--- src/rtl/lp_halt_pkg.sv ---
package lp_halt_pkg;
  typedef enum logic [1:0] {
    MODE_RUN  = 2'd0,
    MODE_HALT = 2'd1,
    MODE_WAIT = 2'd2,
    MODE_IRQ  = 2'd3
  } halt_mode_e;
endpackage

--- src/rtl/tb_edge_sync.sv ---
module tb_edge_sync #(
  parameter int NTAPS       = 4,
  parameter int SEL_W       = 2,
  parameter int SYNC_STAGES = 2
) (
  input  logic             clk_i,
  input  logic             rst_ni,
  input  logic [NTAPS-1:0] taps_i,
  input  logic [SEL_W-1:0] sel_i,
  output logic             fall_o
);
  logic              tap_sel;
  logic [SYNC_STAGES:0] pipe_q;

  assign tap_sel = taps_i[sel_i];

  // synchronizer stages plus one history flop
  always_ff @(posedge clk_i or negedge rst_ni) begin
    if (!rst_ni) pipe_q <= '0;
    else         pipe_q <= {pipe_q[SYNC_STAGES-1:0], tap_sel};
  end

  assign fall_o = pipe_q[SYNC_STAGES] & ~pipe_q[SYNC_STAGES-1];
endmodule

--- src/rtl/halt_wait_cnt.sv ---
module halt_wait_cnt #(
  parameter int FAST_LOG2 = 10,
  parameter int SLOW_LOG2 = 3
) (
  input  logic clk_i,
  input  logic rst_ni,
  input  logic load_i,
  input  logic load_slow_i,
  input  logic active_i,
  input  logic tick_slow_i,
  input  logic slow_tick_i,
  output logic done_o
);
  localparam int MAXL = (FAST_LOG2 > SLOW_LOG2) ? FAST_LOG2 : SLOW_LOG2;
  localparam int CW   = MAXL + 1;
  localparam logic [CW-1:0] ONE       = {{(CW-1){1'b0}}, 1'b1};
  localparam logic [CW-1:0] FAST_LOAD = ONE << FAST_LOG2;
  localparam logic [CW-1:0] SLOW_LOAD = ONE << SLOW_LOG2;

  logic [CW-1:0] cnt_q;
  logic          tick;

  assign tick = tick_slow_i ? slow_tick_i : 1'b1;

  always_ff @(posedge clk_i or negedge rst_ni) begin
    if (!rst_ni)                              cnt_q <= '0;
    else if (load_i)                          cnt_q <= load_slow_i ? SLOW_LOAD : FAST_LOAD;
    else if (active_i && tick && cnt_q != '0) cnt_q <= cnt_q - ONE;
  end

  assign done_o = active_i & tick & (cnt_q == ONE);
endmodule

--- src/rtl/halt_fsm.sv ---
module halt_fsm
  import lp_halt_pkg::*;
(
  input  logic       clk_i,
  input  logic       rst_ni,
  input  logic       wr_en_i,
  input  logic       wr_halt_i,
  input  logic       tb_en_i,
  input  logic       tb_ie_i,
  input  logic       imf_i,
  input  logic       flash_apd_i,
  input  logic       slow_mode_i,
  input  logic       wdt_pend_i,
  input  logic       fall_i,
  input  logic       wait_done_i,
  output logic       load_o,
  output logic       wait_active_o,
  output logic       run_slow_o,
  output logic       tb_irq_o,
  output halt_mode_e mode_o
);
  halt_mode_e state_q;
  logic need_wait_q, irq_mode_q, latch_q, run_slow_q;
  logic req;

  assign req = wr_en_i & wr_halt_i & ~wdt_pend_i & (state_q == MODE_RUN);

  always_ff @(posedge clk_i or negedge rst_ni) begin
    if (!rst_ni) begin
      state_q     <= MODE_RUN;
      need_wait_q <= 1'b0;
      irq_mode_q  <= 1'b0;
      latch_q     <= 1'b0;
      run_slow_q  <= 1'b0;
    end else begin
      unique case (state_q)
        MODE_RUN: begin
          run_slow_q <= slow_mode_i;
          if (req) begin
            state_q     <= MODE_HALT;
            need_wait_q <= ~flash_apd_i;
            irq_mode_q  <= imf_i & tb_ie_i & tb_en_i;
            if (tb_en_i) latch_q <= 1'b1;
          end
        end
        MODE_HALT: begin
          if (fall_i) begin
            if (need_wait_q)     state_q <= MODE_WAIT;
            else if (irq_mode_q) state_q <= MODE_IRQ;
            else                 state_q <= MODE_RUN;
          end
        end
        MODE_WAIT: begin
          if (fall_i && tb_en_i) latch_q <= 1'b1;
          if (wait_done_i) state_q <= irq_mode_q ? MODE_IRQ : MODE_RUN;
        end
        MODE_IRQ: begin
          latch_q <= 1'b0;
          state_q <= MODE_RUN;
        end
        default: state_q <= MODE_RUN;
      endcase
    end
  end

  assign load_o        = req;
  assign wait_active_o = (state_q == MODE_WAIT);
  assign run_slow_o    = run_slow_q;
  assign tb_irq_o      = latch_q;
  assign mode_o        = state_q;
endmodule

--- src/rtl/lp_halt_ctl.sv ---
module lp_halt_ctl
  import lp_halt_pkg::*;
#(
  parameter int NTAPS     = 4,
  parameter int SEL_W     = $clog2(NTAPS),
  parameter int FAST_LOG2 = 10,
  parameter int SLOW_LOG2 = 3
) (
  input  logic             clk_i,
  input  logic             rst_ni,
  input  logic             wr_en_i,
  input  logic             wr_halt_i,
  input  logic [SEL_W-1:0] tb_sel_i,
  input  logic [NTAPS-1:0] tb_taps_i,
  input  logic             tb_en_i,
  input  logic             tb_ie_i,
  input  logic             imf_i,
  input  logic             flash_apd_i,
  input  logic             slow_mode_i,
  input  logic             slow_tick_i,
  input  logic             wdt_pend_i,
  output logic             cpu_run_o,
  output logic             periph_en_o,
  output logic             halt_bit_o,
  output logic             tb_irq_o,
  output logic             tb_dispatch_o,
  output logic             run_slow_o,
  output logic [1:0]       mode_o
);
  logic       fall, wait_done, load, wait_active, run_slow;
  halt_mode_e mode;

  tb_edge_sync #(.NTAPS(NTAPS), .SEL_W(SEL_W), .SYNC_STAGES(2)) u_sync (
    .clk_i  (clk_i),
    .rst_ni (rst_ni),
    .taps_i (tb_taps_i),
    .sel_i  (tb_sel_i),
    .fall_o (fall)
  );

  halt_wait_cnt #(.FAST_LOG2(FAST_LOG2), .SLOW_LOG2(SLOW_LOG2)) u_cnt (
    .clk_i       (clk_i),
    .rst_ni      (rst_ni),
    .load_i      (load),
    .load_slow_i (slow_mode_i),
    .active_i    (wait_active),
    .tick_slow_i (run_slow),
    .slow_tick_i (slow_tick_i),
    .done_o      (wait_done)
  );

  halt_fsm u_fsm (
    .clk_i         (clk_i),
    .rst_ni        (rst_ni),
    .wr_en_i       (wr_en_i),
    .wr_halt_i     (wr_halt_i),
    .tb_en_i       (tb_en_i),
    .tb_ie_i       (tb_ie_i),
    .imf_i         (imf_i),
    .flash_apd_i   (flash_apd_i),
    .slow_mode_i   (slow_mode_i),
    .wdt_pend_i    (wdt_pend_i),
    .fall_i        (fall),
    .wait_done_i   (wait_done),
    .load_o        (load),
    .wait_active_o (wait_active),
    .run_slow_o    (run_slow),
    .tb_irq_o      (tb_irq_o),
    .mode_o        (mode)
  );

  assign mode_o        = mode;
  assign cpu_run_o     = (mode == MODE_RUN) || (mode == MODE_IRQ);
  assign periph_en_o   = (mode != MODE_HALT);
  assign halt_bit_o    = (mode == MODE_HALT);
  assign tb_dispatch_o = (mode == MODE_IRQ);
  assign run_slow_o    = run_slow;
endmodule

--- config.mk ---
export PLATFORM = sky130hd
export DESIGN_NAME = lp_halt_ctl
export DESIGN_NICKNAME = d
export VERILOG_FILES = /design/src/rtl/lp_halt_pkg.sv /design/src/rtl/tb_edge_sync.sv /design/src/rtl/halt_wait_cnt.sv /design/src/rtl/halt_fsm.sv /design/src/rtl/lp_halt_ctl.sv
export SDC_FILE = /design/constraint.sdc
export NUM_CORES = 1
export LEC_CHECK = 0
export BUFFER_PORTS_ARGS = -buffer_cell sky130_fd_sc_hd__buf_4
export CAP_MARGIN = 20
export CORE_MARGIN = 2
export CORE_UTILIZATION = 47
export DETAILED_ROUTE_END_ITERATION = 8
export PLACE_DENSITY_LB_ADDON = 0.1
export SYNTH_ARGS = -nofsm -noshare
export SYNTH_HDL_FRONTEND = slang
export SYNTH_SLANG_ARGS = --single-unit
--- constraint.sdc ---
create_clock -name clk_i -period 1.8 [get_ports clk_i]
set_input_delay 0.27 -clock clk_i [delete_from_list [all_inputs] [get_ports clk_i]]
set_output_delay 0.27 -clock clk_i [all_outputs]
set_load 0.05 [all_outputs]
==> results.md <==
- Final period util: 106%
- CP max FO: 3
- Core Rows: 17
- Largest net degree at the start of global routing: 21
- CTS tree: yes
- Syn avg cell area: approximately 10 um2
- Post-synthesis sequential area ratio: approximately 46%
- CORE AREA: ~0.0022 mm2
- Vias in the first global route: roughly 910
- Grt total ovfl: 0
- CP max-delay cell: dfrtp_1
- Worst endpoint required time: 2.05 ns
- IO Pins: 25
- Iteration-0 DRC Markers: 13
- Pre-antenna DRT Iters: 4
- Post-Layout Cell Count: approximately 180
- FMAX: roughly 530 MHz
- Vias per cell: about 5.4
- Slew margin rel.: 66.4%
- Syn Nets: 130
- WL final: about 2500 um
- H-tree levels: 1
- Die Span Y: roughly 52 um
- Final Wtd Congestion: 0.822
- Filler Cell Count: 189
- Die ar.: around 0.0027 mm2
- Register area: ~500 um2
- Failing checks: setup timing
- Starting density of the core: between 40% and 50%
- # diodes: 0
- Share of layout cells above drive strength 1: a little under two fifths
- HPWL Detailed: around 1800 um
- Clock sinks: 20
- Critical setup path kind: reg -> reg
- VDD IR max: 1.11 mV
- Pwr/cell area: ~1800 mW/mm2
- Final setup viols: 3
- Async SR Flop Fraction: 100%
- Final nets: 172
- Netlist Area Pre-Place: around 0.0011 mm2
- Worst-case clock buffer depth: 2
- MaxCap Viol Count: 0
- Final WS setup: -0.102 ns
- Number of port buffers: 24
- DIE WIDTH: ~52 um
- Post-synthesis instance total: between 100 and 150
- Worst-Margin Slew: approximately 0.5 ns
- Top_reg_cell synth: dfrtp_1
- Final min period: 1.90 ns
- Leakage: 0.693 nW
- First-pass GRT wire length: just over 4000 um
- Endpoints failing hold: 0
- Layout Utilization: roughly two thirds
- Via count: approximately 940
- Clock transition at path regs: approximately 0.12 ns
- Total chip power: 2.67 mW
- Worst Path Arrival: roughly 2.2 ns
- CTS Root Cell: clkbuf_4
- Largest stage delay on the critical path: approximately 0.42 ns
- Slew Limit Fails: 0
- CP Launch Type: register
- Initial antenna violation count: 0
- Global Route Usage Sum: 20.5%
- Per-cell routed wire length: about 14 um
- Flops & latches, synth: 20
- Count of yosys warnings during synthesis: 0
- Placed cells: 169
- CP Capture Type: register
- Clock skew: 0.00212 ns
- Unique masters post-synth: 35
- Routed Antenna Nets: 0
- HP Class: in -> reg
- Worst skew pair latency: about 0.31 ns
- RSZ-0062 raised after global routing: true
- TritonCTS buffer count: 3
- DRC errors left: 0
- Post-synth EDFFs: 0
- Area growth syn-to-layout: 36.5%
- CP Cell Sequence: or3_4 -> nor4_4 -> buf_4 -> nand4_1 -> or3_1 -> a21oi_2
- Multi-input gate area: just under 600 um2
- Outcome: complete, but fails checks
[power by group]
group          total [mW]  leakage, nW  internal [mW]  switching, mW
combinational        1.55        0.411          0.672          0.874
clock               0.377       0.0279          0.225          0.152
sequential          0.748        0.253          0.599          0.149
total                2.67        0.693           1.50           1.18
[per-stage QoR]
step	cell area [um2]	setup slack (ns)	setup TNS [ns]	hold slack, ns
3_5_place_dp	1410	-0.0232	-0.0660	0.163
2_1_floorplan	1110	-0.0644	-0.0782	-0.0256
4_1_cts	1480	-0.0655	-0.134	0.137
5_1_grt	1500	-0.172	-0.599	0.142
6_report	1500	-0.102	-0.176	0.134
3_3_place_gp	1410	-0.00109	-0.00109	0.163
[layout by cell type (no fill, tap or decap), drive strengths merged, types with 2 or more instances in the layout]
cell / netlist / routed
buf: 0 / 37
dfrtp: 20 / 20
nor2: 11 / 11
a21oi: 8 / 8
xnor2: 7 / 7
inv: 7 / 7
ha: 7 / 7
nand2: 6 / 6
nor3: 3 / 3
nand3: 3 / 3
a211oi: 3 / 3
clkbuf: 1 / 3
nor4: 3 / 3
o21ai: 3 / 3
or4: 3 / 3
nand2b: 2 / 2
nand4: 2 / 2
or3: 2 / 2
mux2: 2 / 2
[path summary, 6_finish.rpt]
path                                            startpoint                       endpoint  slack (ns)  cells past startpoint
worst max-delay path            u_cnt.cnt_q[6]$_DFFE_PN0P_     u_cnt.cnt_q[8]$_DFFE_PN0P_       -0.10                      6
worst min-delay path                           flash_apd_i  u_fsm.need_wait_q$_DFFE_PN0P_        0.13                      2
worst max register to register  u_cnt.cnt_q[6]$_DFFE_PN0P_     u_cnt.cnt_q[8]$_DFFE_PN0P_       -0.10                      6
worst min register to register  u_sync.pipe_q[0]$_DFF_PN0_     u_sync.pipe_q[1]$_DFF_PN0_        0.37                      0
max in group asynchronous                           rst_ni    u_fsm.mode_o[1]$_DFFE_PN0P_        1.23                      2
min in group asynchronous                           rst_ni    u_fsm.mode_o[0]$_DFFE_PN0P_        0.36                      2
[cells by family after synthesis]
| kind of cell | after synthesis | share of synthesized area [%] |
|---|---|---|
| muxes | 4 | 5.36 |
| DFF | 20 | 45.6 |
| xor gates and xnor gates | 7 | 5.59 |
| buffers and inverters | 8 | 2.74 |
| and+or+nand+nor | 37 | 18.8 |
| AOI/OAI and AO/OA | 23 | 13.9 |
| adders and majority gates | 7 | 7.98 |
[synthesized netlist by cell type (2+ instances only)]
cell type | number | area [um2]
a211oi_1 | 3 | 22.5
a21oi_1 | 8 | 40.0
dfrtp_1 | 20 | 500
ha_1 | 7 | 87.6
inv_1 | 7 | 26.3
nand2_1 | 6 | 22.5
nand2b_1 | 2 | 12.5
nand3_1 | 3 | 15.0
nand4_1 | 2 | 12.5
nor2_1 | 11 | 41.3
nor3_1 | 3 | 15.0
nor4_1 | 2 | 12.5
o21ai_0 | 2 | 10.0
or4_1 | 3 | 22.5
xnor2_1 | 7 | 61.3
[layer usage]
layer,routed length (um),global-route usage [%],up-vias
li1,-,-,466
met1,1120,28.4,451
met2,1240,31.3,22
met3,94,3.71,4
met4,27,8.97,0
met5,0,0,-
[sequential cells by signal, summed over array words and instances, names as in the netlist]
register / count
u_cnt.cnt_q: 11
u_fsm.irq_mode_q: 1
u_fsm.mode_o: 2
u_fsm.need_wait_q: 1
u_fsm.run_slow_o: 1
u_fsm.tb_irq_o: 1
u_sync.pipe_q: 3
[layout make-up]
type | instances | area share [%]
flip-flops and latches | 20 | 33.6
inverters | 7 | 1.75
repair buffers | 38 | 19.2
well taps | 28 | 2.34
multi-input cells | 78 | 39.6
clock buffers | 3 | 1.50
clock inverters | 1 | 2.01
[what timing repair did]
action                     in CTS  in global routing
buffers inserted                0                  1
hold endpoints to repair       20                  0
hold buffers                    1                  0
setup endpoints to repair       8                  6
pin swaps                       2                  3
gates resized for setup         2                  3
[worst max-delay path: cells and delay by family (launching register included)]
family | cells | cell delay [ns]
flip-flops | 1 | 0.42
buffers and inverters | 1 | 0.17
AO/OA/AOI/OAI | 1 | 0.14
AND/OR/NAND/NOR | 4 | 1.12
No activity file was read; power rests on OpenSTA's default activity.
